`src/rtl/alu_pkg.sv`:
```
package alu_pkg;

  typedef enum logic [3:0] {
    OP_AND = 4'h0, OP_EOR = 4'h1, OP_SUB = 4'h2, OP_RSB = 4'h3,
    OP_ADD = 4'h4, OP_ADC = 4'h5, OP_SBC = 4'h6, OP_RSC = 4'h7,
    OP_TST = 4'h8, OP_TEQ = 4'h9, OP_CMP = 4'hA, OP_CMN = 4'hB,
    OP_ORR = 4'hC, OP_MOV = 4'hD, OP_BIC = 4'hE, OP_MVN = 4'hF
  } alu_op_e;

  typedef enum logic [3:0] {
    CC_ZS = 4'h0, CC_ZC = 4'h1, CC_CS = 4'h2, CC_CC = 4'h3,
    CC_NS = 4'h4, CC_NC = 4'h5, CC_VS = 4'h6, CC_VC = 4'h7,
    CC_UHI = 4'h8, CC_ULS = 4'h9, CC_SGE = 4'hA, CC_SLT = 4'hB,
    CC_SGT = 4'hC, CC_SLE = 4'hD, CC_ALL = 4'hE, CC_NONE = 4'hF
  } cond_e;

  typedef struct packed {
    logic n;
    logic z;
    logic c;
    logic v;
  } flags_t;

endpackage

```
`src/rtl/alu_cond_eval.sv`:
```
module alu_cond_eval
  import alu_pkg::*;
(
  input  logic [3:0] cond_i,
  input  flags_t     fl_i,
  output logic       pass_o
);

  logic sgn_ge;
  assign sgn_ge = (fl_i.n == fl_i.v);

  always_comb begin
    unique case (cond_e'(cond_i))
      CC_ZS:   pass_o = fl_i.z;
      CC_ZC:   pass_o = !fl_i.z;
      CC_CS:   pass_o = fl_i.c;
      CC_CC:   pass_o = !fl_i.c;
      CC_NS:   pass_o = fl_i.n;
      CC_NC:   pass_o = !fl_i.n;
      CC_VS:   pass_o = fl_i.v;
      CC_VC:   pass_o = !fl_i.v;
      CC_UHI:  pass_o = fl_i.c && !fl_i.z;
      CC_ULS:  pass_o = !fl_i.c || fl_i.z;
      CC_SGE:  pass_o = sgn_ge;
      CC_SLT:  pass_o = !sgn_ge;
      CC_SGT:  pass_o = !fl_i.z && sgn_ge;
      CC_SLE:  pass_o = fl_i.z || !sgn_ge;
      CC_ALL:  pass_o = 1'b1;
      default: pass_o = 1'b0;
    endcase
  end

endmodule

```
`src/rtl/alu_core.sv`:
```
module alu_core
  import alu_pkg::*;
#(
  parameter int DW = 32
) (
  input  logic [3:0]    op_i,
  input  logic [DW-1:0] a_i,
  input  logic [DW-1:0] b_i,
  input  flags_t        fl_i,
  input  logic          shc_i,
  output logic [DW-1:0] res_o,
  output flags_t        nfl_o,
  output logic          no_wb_o,
  output logic          is_logic_o
);

  localparam int MSB = DW - 1;

  typedef struct packed {
    logic [DW-1:0] sum;
    logic          cout;
    logic          ovf;
  } add_t;

  function automatic add_t adder(input logic [DW-1:0] x, input logic [DW-1:0] y,
                                 input logic ci);
    logic [DW:0] s;
    add_t r;
    s      = {1'b0, x} + {1'b0, y} + {{DW{1'b0}}, ci};
    r.sum  = s[DW-1:0];
    r.cout = s[DW];
    r.ovf  = (x[MSB] == y[MSB]) && (s[MSB] != x[MSB]);
    return r;
  endfunction

  logic [DW-1:0] ax, ay, lres;
  logic          aci;
  add_t          ar;

  // operand steering: subtracts become x + ~y + carry-in
  always_comb begin
    ax  = a_i;
    ay  = b_i;
    aci = 1'b0;
    unique case (alu_op_e'(op_i))
      OP_ADC:          aci = fl_i.c;
      OP_SUB, OP_CMP:  begin ay = ~b_i; aci = 1'b1;    end
      OP_SBC:          begin ay = ~b_i; aci = fl_i.c;  end
      OP_RSB:          begin ax = b_i; ay = ~a_i; aci = 1'b1;   end
      OP_RSC:          begin ax = b_i; ay = ~a_i; aci = fl_i.c; end
      default: ;
    endcase
  end

  assign ar = adder(ax, ay, aci);

  always_comb begin
    unique case (alu_op_e'(op_i))
      OP_AND, OP_TST: lres = a_i & b_i;
      OP_EOR, OP_TEQ: lres = a_i ^ b_i;
      OP_ORR:         lres = a_i | b_i;
      OP_MOV:         lres = b_i;
      OP_BIC:         lres = a_i & ~b_i;
      OP_MVN:         lres = ~b_i;
      default:        lres = '0;
    endcase
  end

  always_comb begin
    unique case (alu_op_e'(op_i))
      OP_AND, OP_EOR, OP_TST, OP_TEQ,
      OP_ORR, OP_MOV, OP_BIC, OP_MVN: is_logic_o = 1'b1;
      default:                        is_logic_o = 1'b0;
    endcase
  end

  assign no_wb_o = (op_i[3:2] == 2'b10);
  assign res_o   = is_logic_o ? lres : ar.sum;

  always_comb begin
    nfl_o.n = res_o[MSB];
    nfl_o.z = (res_o == '0);
    nfl_o.c = is_logic_o ? shc_i  : ar.cout;
    nfl_o.v = is_logic_o ? fl_i.v : ar.ovf;
  end

endmodule

```
`src/rtl/dp_alu_unit.sv`:
```
module dp_alu_unit
  import alu_pkg::*;
#(
  parameter int DW = 32
) (
  input  logic          clk,
  input  logic          rst_n,
  input  logic          in_valid,
  input  logic [3:0]    op_i,
  input  logic [3:0]    cond_i,
  input  logic          set_flags_i,
  input  logic [DW-1:0] opa_i,
  input  logic [DW-1:0] opb_i,
  input  logic          shift_carry_i,
  output logic          out_valid,
  output logic [DW-1:0] result,
  output logic          wr_en,
  output logic [3:0]    flags
);

  flags_t        fl_q;
  flags_t        fl_new;
  logic [DW-1:0] core_res;
  logic          no_wb, is_logic;
  logic          cond_ok;
  logic          exec_go;
  logic          flag_wr;

  alu_cond_eval u_cond (
    .cond_i (cond_i),
    .fl_i   (fl_q),
    .pass_o (cond_ok)
  );

  alu_core #(.DW(DW)) u_core (
    .op_i       (op_i),
    .a_i        (opa_i),
    .b_i        (opb_i),
    .fl_i       (fl_q),
    .shc_i      (shift_carry_i),
    .res_o      (core_res),
    .nfl_o      (fl_new),
    .no_wb_o    (no_wb),
    .is_logic_o (is_logic)
  );

  assign exec_go = in_valid && cond_ok;
  assign flag_wr = exec_go && (set_flags_i || no_wb);

  always_ff @(posedge clk) begin
    if (!rst_n) begin
      fl_q      <= '0;
      out_valid <= 1'b0;
      wr_en     <= 1'b0;
      result    <= '0;
    end else begin
      out_valid <= in_valid;
      wr_en     <= exec_go && !no_wb;
      if (in_valid) result <= core_res;
      if (flag_wr)  fl_q   <= fl_new;
    end
  end

  assign flags = fl_q;


  cmp_no_write_chk: assert property (@(posedge clk) disable iff (!rst_n)
    in_valid && op_i[3:2] == 2'b10 |=> !wr_en);


  fail_no_effect_chk: assert property (@(posedge clk) disable iff (!rst_n)
    in_valid && !cond_ok |=> !wr_en && $stable(flags));


  never_cond_chk: assert property (@(posedge clk) disable iff (!rst_n)
    in_valid && cond_i == 4'hF |=> !wr_en);


  hold_flags_chk: assert property (@(posedge clk) disable iff (!rst_n)
    in_valid && !set_flags_i && op_i[3:2] != 2'b10 |=> $stable(flags));


  logic_keeps_v_chk: assert property (@(posedge clk) disable iff (!rst_n)
    in_valid && is_logic |=> flags[0] == $past(flags[0]));


  latency_chk: assert property (@(posedge clk) disable iff (!rst_n)
    in_valid |=> out_valid);


  write_needs_valid_chk: assert property (@(posedge clk) disable iff (!rst_n)
    wr_en |-> out_valid);

endmodule

```
`config.mk`:
```
export PLATFORM = sky130hd
export DESIGN_NAME = dp_alu_unit
export DESIGN_NICKNAME = d
export VERILOG_FILES = /design/src/rtl/alu_pkg.sv /design/src/rtl/alu_cond_eval.sv /design/src/rtl/alu_core.sv /design/src/rtl/dp_alu_unit.sv
export SDC_FILE = /design/constraint.sdc
export NUM_CORES = 1
export LEC_CHECK = 0
export BUFFER_PORTS_ARGS = -buffer_cell sky130_fd_sc_hd__buf_2
export CORE_ASPECT_RATIO = 0.75
export CORE_MARGIN = 8
export CORE_UTILIZATION = 48
export CTS_BUF_LIST = sky130_fd_sc_hd__clkbuf_4 sky130_fd_sc_hd__clkbuf_8
export CTS_CLUSTER_DIAMETER = 30
export DETAILED_ROUTE_END_ITERATION = 16
export GPL_ROUTABILITY_DRIVEN = 0
export PLACE_DENSITY = 0.67
export SLEW_MARGIN = 25
export SYNTH_ARGS = -nofsm -noshare
export SYNTH_HDL_FRONTEND = slang
export SYNTH_SLANG_ARGS = --single-unit
```
`constraint.sdc`:
```
create_clock -name clk -period 7.2 [get_ports clk]
set_input_delay 0.72 -clock clk [delete_from_list [all_inputs] [get_ports clk]]
set_output_delay 0.72 -clock clk [all_outputs]
set_load 0.05 [all_outputs]
```
==> results of run 1 <==
[synthesized netlist by cell type, types with 6 or more instances]
master	count
a221oi_1	6
a21o_1	14
o22ai_1	13
nor2_1	85
clkbuf_1	47
o31ai_1	6
o21ai_0	145
a21boi_0	6
nand3_1	20
inv_1	79
nand2_1	160
dfxtp_1	38
nor3_1	25
a22oi_1	8
a211oi_1	34
xor2_1	15
a21oi_1	81
nand4_1	10
nand2b_1	8
o211ai_1	7
mux2i_1	14
buf_2	13
xnor2_1	11
and3_1	11
o21a_1	7
buf_1	6
nor2b_1	8
a31oi_1	9
ha_1	63
[state kept, by name, summed over array words and instances (netlist names)]
register / flops
flags: 4
out_valid: 1
result: 32
wr_en: 1
[area by class of cell]
cell class,count,area share (%)
clock inverter,3,0.905
inverter,80,3.95
multi-input combinational,878,72.8
sequential,38,10.0
clock buffer,5,0.905
tap,180,2.96
timing repair buffer,124,8.49
[power groups by stage]
stage	Sequential (mW)	Combinational (mW)	Clock (mW)
floorplan	0.314	0.465	0
global placement	0.247	0.725	0
detailed placement	0.246	0.731	0
CTS	0.242	0.736	0.222
global route	0.244	0.822	0.230
finish	0.242	0.758	0.220
[worst paths after layout]
| check | slack, ps | cells past startpoint | endpoint | start |
|---|---|---|---|---|
| max | 1970 | 19 | flags[2] | op_i[0] |
| max reg2reg | 3220 | 16 | flags[2] | flags[1] |
| min reg2reg | 470 | 2 | result[28] | result[28] |
| min | 470 | 2 | result[28] | result[28] |
[per-stage QoR]
step	std cells	utilization, %	power (mW)	hold WS (ps)
after floorplan	1068	-	0.779	690
after global placement	1300	52.2	0.972	462
after detailed placement	1300	52.3	0.977	459
after CTS	1308	53.2	1.20	477
after global routing	1308	53.3	1.30	499
final	1308	53.3	1.22	470
[cells by family (layout without fill, tap and decap cells)]
| family | Yosys count | after routing | share of synthesized area, % |
|---|---|---|---|
| AOI/OAI and AO/OA | 400 | 400 | 37.0 |
| and+or+nand+nor | 369 | 369 | 25.0 |
| buffers and inverters | 152 | 212 | 9.01 |
| adders and majority gates | 65 | 65 | 12.0 |
| DFF | 38 | 38 | 11.0 |
| xor gates and xnor gates | 26 | 26 | 3.30 |
| muxes | 18 | 18 | 2.69 |
[worst min-delay path: cells and delay by family (launching register included)]
family | cells | cell delay [ps]
flip-flops | 1 | 320
AND/OR/NAND/NOR | 1 | 60
AO/OA/AOI/OAI | 1 | 50
[per-layer routing]
layer / vias to the layer above / global-route usage [%] / part of all wire [%]
li1: 3988 / - / -
met1: 3629 / 40.4 / 50
met2: 405 / 33.3 / 36
met3: 14 / 6.36 / 12
met4: 0 / 4.03 / 0.88
met5: - / 0 / 0
==> impl_metrics.py, run 1 <==
metrics = {
    "logic_synthesis": {
        "netlist.area_leader.share_pct": 11.4,
        "synth-edff-count": 0,
        "syn_nets": 1210,
        "yosysUniqueCellTypes": 85,
        "synthTopCellsByArea": "ha_1 (11%), dfxtp_1 (11%), o21ai_0 (11%)",
        "avgSynthCellArea_um2": 6.45,
        "async_flop_share_pct": 0,
        "yosysTopAreaCell": "ha_1",
        "synth_warnings": 0,
        "ys_seq_area_share_pct": 11.0,
        "synth_seq_cells": 38,
        "syn_inst": 1068,
        "synth_area_um2": 6890,
        "synth_ff_type": "dfxtp_1",
    },
    "detailed_routing": {
        "dr.pass1.iters": 6,
        "drt_iter0_drc": 849,
        "viasPerCell": 6.14,
        "via_count": 8036,
        "drc": 0,
        "drt_wl_total_um": 24900,
        "ant_nets": 0,
        "drt-wirelength-per-cell_um": 19.0,
    },
    "critical_path": {
        "slowest_delay_ps": 620,
        "crit_buf_inv": 2,
        "cp.required_ps": 7440,
        "crit_type": "in2reg",
        "slowest_stage": "or2_2",
        "endpoint_kind": "register",
        "crit_arrival_ps": 5470,
        "cp_max_fo": 38,
        "critical_path.cell_chain": "buf_2 -> nand2_1 -> or2_2 -> o21ai_2 -> buf_4 -> nand2_1 -> o21ai_0 -> o21ai_0 -> fa_1 -> a21o_1 -> a221o_2 -> a221oi_2 -> o21a_1 -> mux2_1 -> a22o_1 -> a2111oi_0 -> and4_1 -> nand4_1 -> o21ai_1",
        "crit_family": "compound AO/OA/AOI/OAI gates",
        "start_kind": "primary input",
    },
    "power": {
        "ir_worst_vdd_uv": 174,
        "sw_frac_of_total_pct": 48.8,
        "power.internal_uw": 625,
        "p_switching_uw": 595,
        "p_per_area_nw_per_um2": 160,
        "power_frac_clock_pct": 18.0,
        "combinationalPowerShare_pct": 62.1,
        "cellLeakagePower_nw": 3.48,
        "pwr-share-seq_pct": 19.9,
    },
    "place": {
        "dp_hpwl_um": 18500,
        "place_ws_ps": 1700,
        "place_area_um2": 7460,
        "numPortBuffers": 114,
    },
    "global_routing": {
        "grt_pass1_wl_um": 38700,
        "first_global_vias": 7042,
        "grt_usage_pct": 25.5,
        "antenna_found_initial": 0,
        "overflow": 0,
        "grt_max_degree": 61,
    },
    "final_layout": {
        "seqCellArea_um2": 761,
        "antenna-diode-count": 0,
        "finalInstanceArea_um2": 7600,
        "drive_gt1_share_pct": 15.2,
        "multiInputGateArea_um2": 5530,
        "nets": 1269,
        "fillers": 1479,
        "synthToLayoutAreaGrowth_pct": 10.3,
        "mostFrequentLayoutCell": "nand2_1",
        "final_cell_mix": "nand2_1 (160), o21ai_0 (145), buf_2 (114)",
    },
    "clock_tree": {
        "ctsResizeCount": 0,
        "ctsHtreeMaxLevel": 2,
        "cts_tree": "yes",
        "clk_pin_slew_ps": 90,
        "clock_latency_ps": 290,
        "postCtsHoldBufs": 0,
        "clock_tree.buffer_depth": 2,
        "cts_made_buffers": 5,
        "cts.sinks": 38,
        "clockRootBuffer": "clkbuf_8",
        "postCtsSetupRepairBufs": 0,
    },
    "timing": {
        "rsz0062_at_grt": "no",
        "drv_slew": 0,
        "layout_setup_ws_ps": 1970,
        "max-slew-margin-rel_pct": 33.9,
        "clock_skew_ps": 10.4,
        "fmax_mhz": 191,
        "fin_crit_sh_pct": 72.6,
        "hold_viol": 0,
        "tightest_slew_ps": 986,
        "setup_tns_ps": 0,
        "setup_violations": 0,
        "period_minus_slack_ps": 5230,
    },
    "floorplanning": {
        "ioPinCount": 115,
        "core_area_um2": 14300,
        "die_h_um": 120,
        "die_area_um2": 18500,
        "die_x_um": 154,
        "rows": 38,
        "initial_utilization_pct": 48.3,
    },
    "run_status": {
        "status": "finished, final reports clean",
    },
    "hold_path": {
        "hp-class": "reg2reg",
    },
    "run": {
        "cap_violations": 0,
    },
}
Power figures use the tool's default switching activity.
==> run 2: changes to the inputs <==
- PLACE_DENSITY: 0.67 -> 0.69
- clock period: 7.2 -> 4.8 ns (I/O delays scaled with it)
==> run 2 against run 1 <==
Effect of this change: sequential cell count unchanged; sequential share of layout area down 0.27 points; core utilization rose by 1.5 points; largest power group unchanged; clock skew down 5.7 ps; sequential power up 50%; combinational power is 57% higher; via count is 2.9% higher; critical endpoint unchanged; global-route usage is 1.1 points higher; clock power decreased by 4%; setup slack worse by 1600 ps.
==> impl_metrics.py, run 2 (synthesized netlist as in run 1, its figures left out) <==
metrics = {
    "floorplanning": {
        "initial_utilization_pct": 48.3,
        "core_area_um2": 14300,
        "die_h_um": 120,
        "ioPinCount": 115,
        "die_area_um2": 18500,
        "rows": 38,
        "die_x_um": 154,
    },
    "clock_tree": {
        "clk_pin_slew_ps": 80,
        "postCtsSetupRepairBufs": 0,
        "clock_latency_ps": 290,
        "clock_tree.buffer_depth": 2,
        "clockRootBuffer": "clkbuf_8",
        "ctsResizeCount": 0,
        "cts_tree": "yes",
        "cts_made_buffers": 5,
        "cts.sinks": 38,
        "postCtsHoldBufs": 0,
        "ctsHtreeMaxLevel": 2,
    },
    "final_layout": {
        "antenna-diode-count": 0,
        "regMostFlops": "result",
        "nets": 1302,
        "drive_gt1_share_pct": 17.8,
        "synthToLayoutAreaGrowth_pct": 13.3,
        "fillers": 1416,
        "mostFrequentLayoutCell": "nand2_1",
        "finalInstanceArea_um2": 7810,
        "largest_reg_flops": 32,
        "final_cell_mix": "nand2_1 (159), o21ai_0 (145), buf_2 (114)",
        "fin_util_pct": 54.8,
    },
    "timing": {
        "timing.hold.ws_ps": 464,
        "fin_crit_sh_pct": 91.3,
        "max-slew-margin-rel_pct": 33.7,
        "hold_viol": 0,
        "clock_skew_ps": 4.66,
        "setup_violations": 0,
        "tightest_slew_ps": 988,
        "period_minus_slack_ps": 4380,
        "rsz0062_at_grt": "no",
        "drv_slew": 0,
        "fmax_mhz": 228,
        "setup_tns_ps": 0,
    },
    "detailed_routing": {
        "drt-wirelength-per-cell_um": 18.9,
        "via_count": 8267,
        "drt_wl_total_um": 25300,
        "dr.pass1.iters": 6,
        "drc": 0,
        "drt_iter0_drc": 925,
        "ant_nets": 0,
        "viasPerCell": 6.17,
    },
    "critical_path": {
        "critPathLaunch": "op_i[1]",
        "cp.required_ps": 5020,
        "reg2reg_from": "flags[1]",
        "crit_arrival_ps": 4610,
        "start_kind": "primary input",
        "endpoint_kind": "register",
        "crit_type": "in2reg",
        "cp_max_fo": 16,
    },
    "place": {
        "dp_hpwl_um": 19400,
        "numPortBuffers": 114,
        "place_area_um2": 7730,
    },
    "global_routing": {
        "first_global_vias": 7440,
        "grt_pass1_wl_um": 40600,
        "antenna_found_initial": 0,
        "grt_max_degree": 52,
        "overflow": 0,
        "grt_usage_pct": 26.6,
    },
    "power": {
        "ir_worst_vdd_uv": 195,
        "fin_total_pwr_mw": 1.77,
        "cellLeakagePower_nw": 3.61,
        "p_per_area_nw_per_um2": 226,
    },
    "hold_path": {
        "min-delay-start": "result[31]",
        "hp-class": "reg2reg",
    },
    "run": {
        "cap_violations": 0,
    },
    "run_status": {
        "status": "finished, final reports clean",
    },
}
-- run 2: critical path, cell delays in order --
cell	delay, ps
buf_2	130
nand2_1	70
or2_2	350
o21ai_4	90
buf_4	140
buf_4	220
nand2_1	70
o21ai_0	60
o21ai_0	120
ha_1	350
a21o_1	190
a221o_2	420
a221oi_2	280
o21a_1	230
mux2_4	320
a22o_1	200
a2111oi_0	390
and4_1	260
nand4_1	70
o21ai_1	130
-- run 2: final cells by class --
type | count | area, um^2 | share of cell area (%)
clock buffers | 5 | 68.8 | 0.881
clock inverters | 2 | 10.0 | 0.128
inverters | 80 | 300 | 3.84
multi-input cells | 878 | 5550 | 71.1
flip-flops and latches | 38 | 761 | 9.74
well taps | 180 | 225 | 2.88
repair buffers | 157 | 893 | 11.4
-- run 2: worst paths after layout --
| path | end | cells after the start | slack, ps |
|---|---|---|---|
| max reg2reg | flags[2] | 16 | 940 |
| min reg2reg | result[31] | 2 | 460 |
| max | flags[2] | 20 | 420 |
| min | result[31] | 2 | 460 |
-- run 2: metrics by stage --
| step | setup WS [ps] | std cells |
|---|---|---|
| 2_1_floorplan | 2.86 | 1068 |
| 3_3_place_gp | 304 | 1333 |
| 3_5_place_dp | 200 | 1333 |
| 4_1_cts | 492 | 1340 |
| 5_1_grt | 86.9 | 1340 |
| 6_report | 419 | 1340 |
-- run 2: power breakdown --
group | internal (mW) | total (mW) | switching [mW]
logic | 0.427 | 1.19 | 0.765
registers | 0.345 | 0.364 | 0.0187
clock network | 0.0976 | 0.211 | 0.114
total | 0.870 | 1.77 | 0.898
-- run 2: metal layers --
layer | vias up | GRT usage (%) | wire length, um
met1 | 3744 | 38.2 | 11700
met5 | - | 0 | 0
met3 | 36 | 6.93 | 2970
li1 | 4047 | - | -
met4 | 0 | 6.17 | 481
met2 | 440 | 38.8 | 10200
